<file path="src/rtl/nanq_pkg.sv">
package nanq_pkg;
  typedef enum logic [2:0] {
    FC_ZERO   = 3'd0,
    FC_DENORM = 3'd1,
    FC_NORMAL = 3'd2,
    FC_INF    = 3'd3,
    FC_QNAN   = 3'd4,
    FC_SNAN   = 3'd5
  } fp_class_e;
endpackage

</file>
<file path="src/rtl/nanq_classify.sv">
module nanq_classify
  import nanq_pkg::*;
#(
  parameter int EXP_W  = 8,
  parameter int FRAC_W = 23
) (
  input  logic [EXP_W+FRAC_W:0] op_i,
  input  logic                  nan2008_i,
  output fp_class_e             class_o,
  output logic                  is_snan_o
);
  logic [EXP_W-1:0]  exp_f;
  logic [FRAC_W-1:0] frac_f;
  logic exp_zero, exp_ones, frac_zero, is_nan;

  assign exp_f     = op_i[FRAC_W +: EXP_W];
  assign frac_f    = op_i[FRAC_W-1:0];
  assign exp_zero  = (exp_f == '0);
  assign exp_ones  = &exp_f;
  assign frac_zero = (frac_f == '0);
  assign is_nan    = exp_ones && !frac_zero;
  // signaling when the mode bit and the kind bit differ
  assign is_snan_o = is_nan && (nan2008_i ^ frac_f[FRAC_W-1]);

  always_comb begin
    if (exp_zero)       class_o = frac_zero ? FC_ZERO : FC_DENORM;
    else if (!exp_ones) class_o = FC_NORMAL;
    else if (frac_zero) class_o = FC_INF;
    else if (is_snan_o) class_o = FC_SNAN;
    else                class_o = FC_QNAN;
  end
endmodule

</file>
<file path="src/rtl/nanq_quiet.sv">
module nanq_quiet #(
  parameter int EXP_W  = 8,
  parameter int FRAC_W = 23
) (
  input  logic [EXP_W+FRAC_W:0] op_i,
  input  logic                  snan_i,
  input  logic                  nan2008_i,
  output logic [EXP_W+FRAC_W:0] result_o,
  output logic                  invalid_o
);
  localparam int KIND_B = FRAC_W - 1;
  localparam int FIX_B  = FRAC_W - 2;

  logic [FRAC_W-1:0] frac_in, frac_q;

  assign frac_in = op_i[FRAC_W-1:0];

  always_comb begin
    frac_q = frac_in;
    if (nan2008_i) begin
      frac_q[KIND_B] = 1'b1;
    end else begin
      frac_q[KIND_B] = 1'b0;
      // keep the payload from collapsing into an infinity pattern
      if (frac_q == '0) frac_q[FIX_B] = 1'b1;
    end
  end

  assign result_o  = snan_i ? {op_i[EXP_W+FRAC_W:FRAC_W], frac_q} : op_i;
  assign invalid_o = snan_i;
endmodule

</file>
<file path="src/rtl/fp_snan_quiet.sv">
module fp_snan_quiet
  import nanq_pkg::*;
#(
  parameter int EXP_W  = 8,
  parameter int FRAC_W = 23
) (
  input  logic [EXP_W+FRAC_W:0] op_i,
  input  logic                  nan2008_i,
  output logic [2:0]            class_o,
  output logic                  is_snan_o,
  output logic [EXP_W+FRAC_W:0] result_o,
  output logic                  invalid_o
);
  fp_class_e cls;
  logic      snan;

  nanq_classify #(.EXP_W(EXP_W), .FRAC_W(FRAC_W)) u_cls (
    .op_i      (op_i),
    .nan2008_i (nan2008_i),
    .class_o   (cls),
    .is_snan_o (snan)
  );

  nanq_quiet #(.EXP_W(EXP_W), .FRAC_W(FRAC_W)) u_qt (
    .op_i      (op_i),
    .snan_i    (snan),
    .nan2008_i (nan2008_i),
    .result_o  (result_o),
    .invalid_o (invalid_o)
  );

  assign class_o   = cls;
  assign is_snan_o = snan;
endmodule

</file>
<file path="config.mk">
export PLATFORM = sky130hd
export DESIGN_NAME = fp_snan_quiet
export DESIGN_NICKNAME = d
export VERILOG_FILES = /design/src/rtl/nanq_pkg.sv /design/src/rtl/nanq_classify.sv /design/src/rtl/nanq_quiet.sv /design/src/rtl/fp_snan_quiet.sv
export SDC_FILE = /design/constraint.sdc
export NUM_CORES = 1
export LEC_CHECK = 0
export CORE_UTILIZATION = 29
export DETAILED_ROUTE_END_ITERATION = 10
export DONT_BUFFER_PORTS = 1
export PLACE_DENSITY = 0.42
export SETUP_SLACK_MARGIN = 0.2
export SYNTH_ARGS = -nofsm -noshare
export SYNTH_HDL_FRONTEND = slang
export SYNTH_SLANG_ARGS = --single-unit
</file>
<file path="constraint.sdc">
create_clock -name vclk -period 2.02
set_clock_uncertainty 0.05 [all_clocks]
set_input_delay 0.303 -clock vclk [all_inputs]
set_output_delay 0.303 -clock vclk [all_outputs]
set_load 0.02 [all_outputs]
</file>
======== Word-level counts from Yosys, hierarchy flattened ========
Index checks and enable logic that the tools add are counted.
storage, ports and cells
  flip-flop bits (word level) ............. 0
  latch bits .............................. 0
  RAM bits ................................ 0
  ROM bits ................................ 0
  input bits .............................. 33
  output and inout bits ................... 37
  word-level logic and storage cells ...... 17
  memories kept ........................... 0
cells by class
  $add $sub $neg .......................... 0
  multiply operators ...................... 0
  div/mod/pow operators ................... 0
  magnitude comparators ................... 0
  equality and inequality tests ........... 0
  shifts and indexed selects .............. 0
  multiplexer cells ....................... 9
  bitwise logic cells ..................... 1
  reductions and logical operators ........ 7
operator list
  kind               number
  $logic_not 23->1   1
  $mux 23            1
  $logic_not 22->1   1
  $mux 3             3
  $logic_not 8->1    1
  $reduce_and 8->1   1
  $mux 1             5
  $logic_and 1x1->1  2
  $logic_not 1->1    1
  $xor 1x1->1        1

======== Depth between registers and ports, before layout ========
Gate-level depths: netlist (run 1).
  depth in word-level cells ............... 8
  gate-level depth with buffers ........... 5
  mapped depth without buffers ............ 4

======== Cells and area by module ========
A second synthesis (run 1) with hierarchy kept.
unflattened totals
  cell total of the unflattened synthesis .. 63
  area, all modules ....................... 452.9 um2
by module, submodules not included
  module         times used  cells an instance  area an instance (um2)  sequential area each (um2)
  nanq_quiet     1           41                 306.5                   0.0
  nanq_classify  1           22                 146.4                   0.0

======== Worst setup path before layout (run 1) ========
Ideal clock, no wire load.
  kind .................................... input-to-output
  from .................................... in op_i[28]
  to ...................................... out class_o[0]
  arrival time ............................ 1,595 ps
  required time ........................... 1,667 ps
  slack ................................... 72 ps
  stages on the path ...................... 4
  path buffers ............................ 0
  path through ............................ or4_1 nor2_1 nor3_1 a211oi_1
on the way
  longest elaborated chain between the ends .. 7
  elaborated cells between the ends (all ways) .. 8
  classes of those cells .................. mux: 4; reduce/logical: 4
ends and longest elaborated chain
  item               line                 RTL
  start, declared    fp_snan_quiet.sv:7   input logic [EXP_W+FRAC_W:0] op_i,
  $reduce_and 8->1   nanq_classify.sv:19  assign exp_ones = &exp_f;
  $logic_and 1x1->1  nanq_classify.sv:21  assign is_nan = exp_ones && !frac_zero;
  $logic_and 1x1->1  nanq_classify.sv:23  assign is_snan_o = is_nan && (nan2008_i ^ frac_f[FRAC_W-1]);
  $mux 1             nanq_classify.sv:29  else if (is_snan_o) class_o = FC_SNAN;
  $mux 3             nanq_classify.sv:28  else if (frac_zero) class_o = FC_INF;
  $mux 3             nanq_classify.sv:27  else if (!exp_ones) class_o = FC_NORMAL;
  $mux 3 (*)         nanq_classify.sv:26  if (exp_zero) class_o = frac_zero ? FC_ZERO : FC_DENORM;
  end, declared      fp_snan_quiet.sv:9   output logic [2:0] class_o,
Every way passes the cells marked *; elsewhere a longest branch is shown, timed or not.

======== Worst setup path in the final report (run 1) ========
  from .................................... in op_i[29]
  to ...................................... out class_o[0]
The elaborated chain is that of the path after synthesis.

==> impl_metrics.xml, run 1 <==
<?xml version="1.0" encoding="UTF-8"?>
<metrics>
  <group name="grt">
    <metric name="wire_length_of_the_first_global_routing_pass" unit="mm">1.04</metric>
    <metric name="first_global_vias" unit="">268</metric>
    <metric name="antenna_found_initial" unit="">0</metric>
    <metric name="grt_util_all_layers" unit="">0.0859</metric>
    <metric name="largest_net_degree_at_the_start_of_global_routing" unit="">7</metric>
    <metric name="grt-ovfl-total" unit="">0</metric>
  </group>
  <group name="pwr">
    <metric name="leakage" unit="uW">0.000103</metric>
    <metric name="power.clock.fraction" unit="">0</metric>
    <metric name="power.share.switching" unit="">0.467</metric>
    <metric name="cell_internal_pwr" unit="uW">13.4</metric>
    <metric name="total_power_density_per_cell_area" unit="nW/um^2">68.6</metric>
    <metric name="power.ir.vdd_worst" unit="mV">0.0154</metric>
    <metric name="switching_power" unit="uW">11.7</metric>
    <metric name="power_frac_seq" unit="">0</metric>
    <metric name="power_frac_comb" unit="">1.000</metric>
  </group>
  <group name="min_path">
    <metric name="hold_start" unit="">op_i[31]</metric>
    <metric name="holdPathStages" unit="">0</metric>
    <metric name="holdCritPathClass" unit="">in -&gt; out</metric>
    <metric name="timing.hold.worst_endpoint" unit="">result_o[31]</metric>
  </group>
  <group name="critical_path">
    <metric name="max_stage_delay" unit="ns">0.54</metric>
    <metric name="start_kind" unit="">primary input</metric>
    <metric name="worst_setup_path_end_kind" unit="">output port</metric>
    <metric name="critical_path_buf_inv_count" unit="">1</metric>
    <metric name="crit_path_max_fanout" unit="">3</metric>
    <metric name="path_delay_family" unit="">simple AND/OR/NAND/NOR gates</metric>
    <metric name="crit_type" unit="">in -&gt; out</metric>
    <metric name="cp_data_arrival_time" unit="ns">1.41</metric>
    <metric name="critical_path.slowest_cell" unit="">or4_4</metric>
    <metric name="critPathRequiredTime" unit="ns">1.67</metric>
    <metric name="crit_path_cell_trace" unit="">or4_4 -&gt; nor2_4 -&gt; nor3_2 -&gt; a211oi_2 -&gt; buf_4</metric>
    <metric name="timing.critical_path.from" unit="">op_i[29]</metric>
  </group>
  <group name="sta">
    <metric name="rsz_0062_raised_after_global_routing" unit="">yes</metric>
    <metric name="number_of_endpoints_failing_setup_at_the_final_stage" unit="">0</metric>
    <metric name="period_share" unit="">0.873</metric>
    <metric name="timing.slew.headroom" unit="">0.710</metric>
    <metric name="time_the_final_worst_path_needs_with_i_o_delays_and_setup" unit="ns">1.76</metric>
    <metric name="final-max-slew-violation-count" unit="">0</metric>
    <metric name="clock.fmax" unit="GHz">0.567</metric>
    <metric name="setup-tns-final" unit="ns">0</metric>
    <metric name="tightest_slew" unit="ns">0.434</metric>
    <metric name="finalHoldViolations" unit="">0</metric>
  </group>
  <group name="layout">
    <metric name="design_area" unit="um^2">367</metric>
    <metric name="seq_cells" unit="">0</metric>
    <metric name="clock_buffers" unit="">0</metric>
    <metric name="final_cell_mix" unit="">5 x buf_4, 4 x nor4_4, 3 x nand4_1, 3 x inv_1</metric>
    <metric name="layout.filler_cells" unit="">157</metric>
    <metric name="drive_gt1_frac" unit="">0.541</metric>
    <metric name="flow.area_growth_from_synthesis" unit="%">-17.0</metric>
    <metric name="sequential_cell_area" unit="um^2">0</metric>
    <metric name="antenna_cells_inserted" unit="">0</metric>
    <metric name="layout_commonest_cell" unit="">buf_4</metric>
    <metric name="utilization" unit="">0.268</metric>
    <metric name="nets" unit="">72</metric>
  </group>
  <group name="route">
    <metric name="drt_pass1_iterations" unit="">2</metric>
    <metric name="residual_antenna_violating_net_count_after_detailed_routing" unit="">0</metric>
    <metric name="first_iter_violations" unit="">1</metric>
    <metric name="finalWirelength" unit="um">929</metric>
    <metric name="drt_drc" unit="">0</metric>
    <metric name="vias" unit="">322</metric>
    <metric name="routed_wire_length_per_instance" unit="um">17.9</metric>
    <metric name="avgViaCountPerCell" unit="">6.19</metric>
  </group>
  <group name="floorplan">
    <metric name="rows" unit="">13</metric>
    <metric name="die_y" unit="um">41.0</metric>
    <metric name="die_footprint" unit="um^2">1680</metric>
    <metric name="io-pin-count" unit="">70</metric>
    <metric name="starting_density" unit="">0.323</metric>
    <metric name="die_x" unit="um">41.0</metric>
    <metric name="core_area" unit="um^2">1370</metric>
  </group>
  <group name="synth">
    <metric name="synth.cell_area" unit="um^2">442</metric>
    <metric name="netlist-cell-type-count" unit="">20</metric>
    <metric name="syn_nets" unit="">96</metric>
    <metric name="area_share_of_the_largest_cell_type_after_synthesis" unit="">0.527</metric>
    <metric name="avg_cell_area_syn" unit="um^2">7.01</metric>
    <metric name="synth_sequential_area_ratio" unit="">0</metric>
    <metric name="ys_warn_count" unit="">0</metric>
    <metric name="synthesis.instances" unit="">63</metric>
    <metric name="post-synth-top-area-cell" unit="">buf_4</metric>
    <metric name="synth.area.top_cells" unit="">buf_4 53%, nor4_1 5.7%, nor4_2 5.7%, nand4_1 4.2%, o41ai_2 3.7%</metric>
  </group>
  <group name="cts">
    <metric name="ctsHoldBuffers" unit="">0</metric>
  </group>
  <group name="place">
    <metric name="port-buffer-count" unit="">0</metric>
    <metric name="gp_congestion" unit="">0.634</metric>
    <metric name="place.detailed.hpwl" unit="um">737</metric>
    <metric name="dpl_cell_area" unit="um^2">274</metric>
  </group>
  <group name="run_status">
    <metric name="status" unit="">completed</metric>
  </group>
  <group name="job">
    <metric name="timing.max_cap.violations" unit="">0</metric>
  </group>
</metrics>
## through the flow
step / hold WS, ns / power, uW / instances / setup slack [ns]
2_1_floorplan: 0.669 / 104 / 63 / 0.217
3_3_place_gp: 0.556 / 20.7 / 51 / 0.169
3_5_place_dp: 0.556 / 20.8 / 51 / 0.169
4_1_cts: 0.556 / 21.1 / 51 / 0.194
5_1_grt: 0.556 / 27.3 / 52 / 0.189
6_report: 0.556 / 25.2 / 52 / 0.256
## metal layers
layer	vias up	GRT usage	part of all wire
met3	0	0.0435	0.18
met1	144	0.0897	0.28
li1	144	-	-
met5	-	0	0
met4	0	0.0167	0
met2	34	0.152	0.54
## worst max-delay path by stage
stage | to | slack (ns) | cells past startpoint
floorplan | result_o[21] | 0.22 | 4
global placement | class_o[1] | 0.17 | 5
detailed placement | class_o[1] | 0.17 | 5
CTS | class_o[1] | 0.19 | 5
global route | class_o[1] | 0.19 | 5
finish | class_o[0] | 0.26 | 5
## power by group through the flow
stage | registers, uW | clock network (uW) | logic (uW)
6_report | 0 | 0 | 25.2
2_1_floorplan | 0 | 0 | 104
4_1_cts | 0 | 0 | 21.1
3_5_place_dp | 0 | 0 | 20.8
5_1_grt | 0 | 0 | 27.3
3_3_place_gp | 0 | 0 | 20.7
## repair_timing
item	4_1_cts	5_1_grt
pin swaps	1	4
gates resized for setup	2	13
buffers inserted	0	1
setup endpoints to repair	3	6
## kinds of logic after synthesis
| kind of cell | synth area share |
|---|---|
| AOI/OAI and AO/OA | 0.156 |
| buffers and inverters | 0.552 |
| and+or+nand+nor | 0.292 |
## Yosys cell counts, types with 2 or more instances
library cell	count
nand2_1	2
inv_1	3
a21oi_1	2
nand4_1	3
nor2_1	3
buf_4	31
nor3_1	2
nor4_1	4
nor4_2	2
## area by class of cell
| class | count | area [um^2] | area share |
|---|---|---|---|
| multi-input combinational | 29 | 299 | 0.816 |
| timing repair buffer | 5 | 37.5 | 0.102 |
| inverter | 3 | 11.3 | 0.0307 |
| tap | 15 | 18.8 | 0.0512 |
(Power assumes the default switching activity.)
==> run 2, diff against run 1 <==
--- a/config.mk
+++ b/config.mk
@@ -8,7 +8,7 @@
 export CORE_UTILIZATION = 29
 export DETAILED_ROUTE_END_ITERATION = 10
 export DONT_BUFFER_PORTS = 1
-export PLACE_DENSITY = 0.42
+export PLACE_DENSITY = 0.46
 export SETUP_SLACK_MARGIN = 0.2
 export SYNTH_ARGS = -nofsm -noshare
 export SYNTH_HDL_FRONTEND = slang
==> run 2 against run 1 <==
Compared with the run above: cell count increased by 1.9%; global-route usage increased by 0.11 points; die area unchanged; non-clock buffer count increased by 1; wire length decreased by 3.2%; maximum frequency decreased by 0.99%; worst hold slack about the same; flip-flop and latch count unchanged; setup slack got worse by 0.018 ns; critical path depth unchanged; highest routed layer unchanged.
==> impl_metrics.xml, run 2 (synthesis gave the netlist of run 1 again) <==
<?xml version="1.0" encoding="UTF-8"?>
<metrics>
  <group name="critical_path">
    <metric name="start_kind" unit="">primary input</metric>
    <metric name="cp_data_arrival_time" unit="ns">1.43</metric>
    <metric name="worst_setup_path_end_kind" unit="">output port</metric>
    <metric name="crit_type" unit="">in -&gt; out</metric>
    <metric name="critPathRequiredTime" unit="ns">1.67</metric>
    <metric name="crit_path_max_fanout" unit="">3</metric>
  </group>
  <group name="route">
    <metric name="vias" unit="">318</metric>
    <metric name="finalWirelength" unit="um">899</metric>
    <metric name="drt_pass1_iterations" unit="">2</metric>
    <metric name="residual_antenna_violating_net_count_after_detailed_routing" unit="">0</metric>
    <metric name="routed_wire_length_per_instance" unit="um">17.0</metric>
    <metric name="first_iter_violations" unit="">3</metric>
    <metric name="avgViaCountPerCell" unit="">6.00</metric>
    <metric name="drt_drc" unit="">0</metric>
  </group>
  <group name="floorplan">
    <metric name="io-pin-count" unit="">70</metric>
    <metric name="die_x" unit="um">41.0</metric>
    <metric name="die_footprint" unit="um^2">1680</metric>
    <metric name="core_area" unit="um^2">1370</metric>
    <metric name="rows" unit="">13</metric>
    <metric name="die_y" unit="um">41.0</metric>
    <metric name="starting_density" unit="">0.323</metric>
  </group>
  <group name="grt">
    <metric name="grt-ovfl-total" unit="">0</metric>
    <metric name="first_global_vias" unit="">259</metric>
    <metric name="antenna_found_initial" unit="">0</metric>
    <metric name="grt_util_all_layers" unit="">0.0871</metric>
    <metric name="wire_length_of_the_first_global_routing_pass" unit="mm">1.00</metric>
    <metric name="largest_net_degree_at_the_start_of_global_routing" unit="">7</metric>
  </group>
  <group name="layout">
    <metric name="final_cell_mix" unit="">6 x buf_4, 3 x nor4_4, 3 x nand4_1, 3 x inv_1</metric>
    <metric name="flow.area_growth_from_synthesis" unit="%">-19.8</metric>
    <metric name="clock_buffers" unit="">0</metric>
    <metric name="layout_commonest_cell" unit="">buf_4</metric>
    <metric name="sequential_cell_area" unit="um^2">0</metric>
    <metric name="layout.filler_cells" unit="">158</metric>
    <metric name="drive_gt1_frac" unit="">0.500</metric>
    <metric name="seq_cells" unit="">0</metric>
    <metric name="antenna_cells_inserted" unit="">0</metric>
    <metric name="nets" unit="">73</metric>
    <metric name="multi_input_area" unit="um^2">279</metric>
  </group>
  <group name="job">
    <metric name="timing.max_cap.violations" unit="">0</metric>
  </group>
  <group name="run_status">
    <metric name="status" unit="">completed</metric>
  </group>
  <group name="pwr">
    <metric name="total_power_density_per_cell_area" unit="nW/um^2">71.8</metric>
    <metric name="fin_total_pwr" unit="uW">25.4</metric>
    <metric name="leakage" unit="uW">0.000105</metric>
    <metric name="power.ir.vdd_worst" unit="mV">0.0208</metric>
  </group>
  <group name="sta">
    <metric name="fin_hold_ws" unit="ns">0.556</metric>
    <metric name="number_of_endpoints_failing_setup_at_the_final_stage" unit="">0</metric>
    <metric name="clock.fmax" unit="GHz">0.561</metric>
    <metric name="final-max-slew-violation-count" unit="">0</metric>
    <metric name="rsz_0062_raised_after_global_routing" unit="">yes</metric>
    <metric name="setup-tns-final" unit="ns">0</metric>
    <metric name="time_the_final_worst_path_needs_with_i_o_delays_and_setup" unit="ns">1.78</metric>
    <metric name="tightest_slew" unit="ns">0.353</metric>
    <metric name="timing.slew.headroom" unit="">0.764</metric>
    <metric name="period_share" unit="">0.882</metric>
    <metric name="finalHoldViolations" unit="">0</metric>
  </group>
  <group name="place">
    <metric name="port-buffer-count" unit="">0</metric>
    <metric name="place.detailed.hpwl" unit="um">735</metric>
    <metric name="gp_congestion" unit="">0.750</metric>
  </group>
  <group name="cts">
    <metric name="ctsHoldBuffers" unit="">0</metric>
  </group>
  <group name="min_path">
    <metric name="holdCritPathClass" unit="">in -&gt; out</metric>
  </group>
</metrics>
run 2: power breakdown:
group          switching, uW  internal, uW
clock                      0             0
combinational           11.9          13.5
sequential                 0             0
total                   11.9          13.5
run 2: critical path, cell delays in order:
cell and delay, ns:
or4_4 0.54, nor2_4 0.13, nor3_1 0.06, a211oi_2 0.23, buf_4 0.17
run 2: final timing paths:
check / start / end / slack [ns] / depth (start not counted)
max: op_i[28] / class_o[0] / 0.24 / 5
min: op_i[24] / result_o[24] / 0.56 / 0
run 2: final cells by class:
| type | instances | area share |
|---|---|---|
| multi-input combinational | 29 | 0.788 |
| timing repair buffer | 6 | 0.127 |
| tap | 15 | 0.0530 |
| inverter | 3 | 0.0318 |
run 2: per-stage QoR:
step | area, um^2 | setup WS (ns) | cells | utilization
floorplan | 458 | 0.217 | 63 | -
global placement | 289 | 0.131 | 53 | 0.212
detailed placement | 289 | 0.126 | 53 | 0.212
CTS | 303 | 0.178 | 53 | 0.222
global route | 354 | 0.180 | 53 | 0.259
finish | 354 | 0.238 | 53 | 0.259
run 2: repair_timing:
item	4_1_cts	5_1_grt
hold endpoints to repair	0	0
pin swaps	1	4
resized for setup	4	8
setup endpoints to repair	3	4
buffers inserted	0	0
run 2: per-layer routing:
metal	global-route usage	share of wire
met1	0.103	0.32
met2	0.156	0.55
met3	0.0217	0.12
met4	0.0167	0
met5	0	0
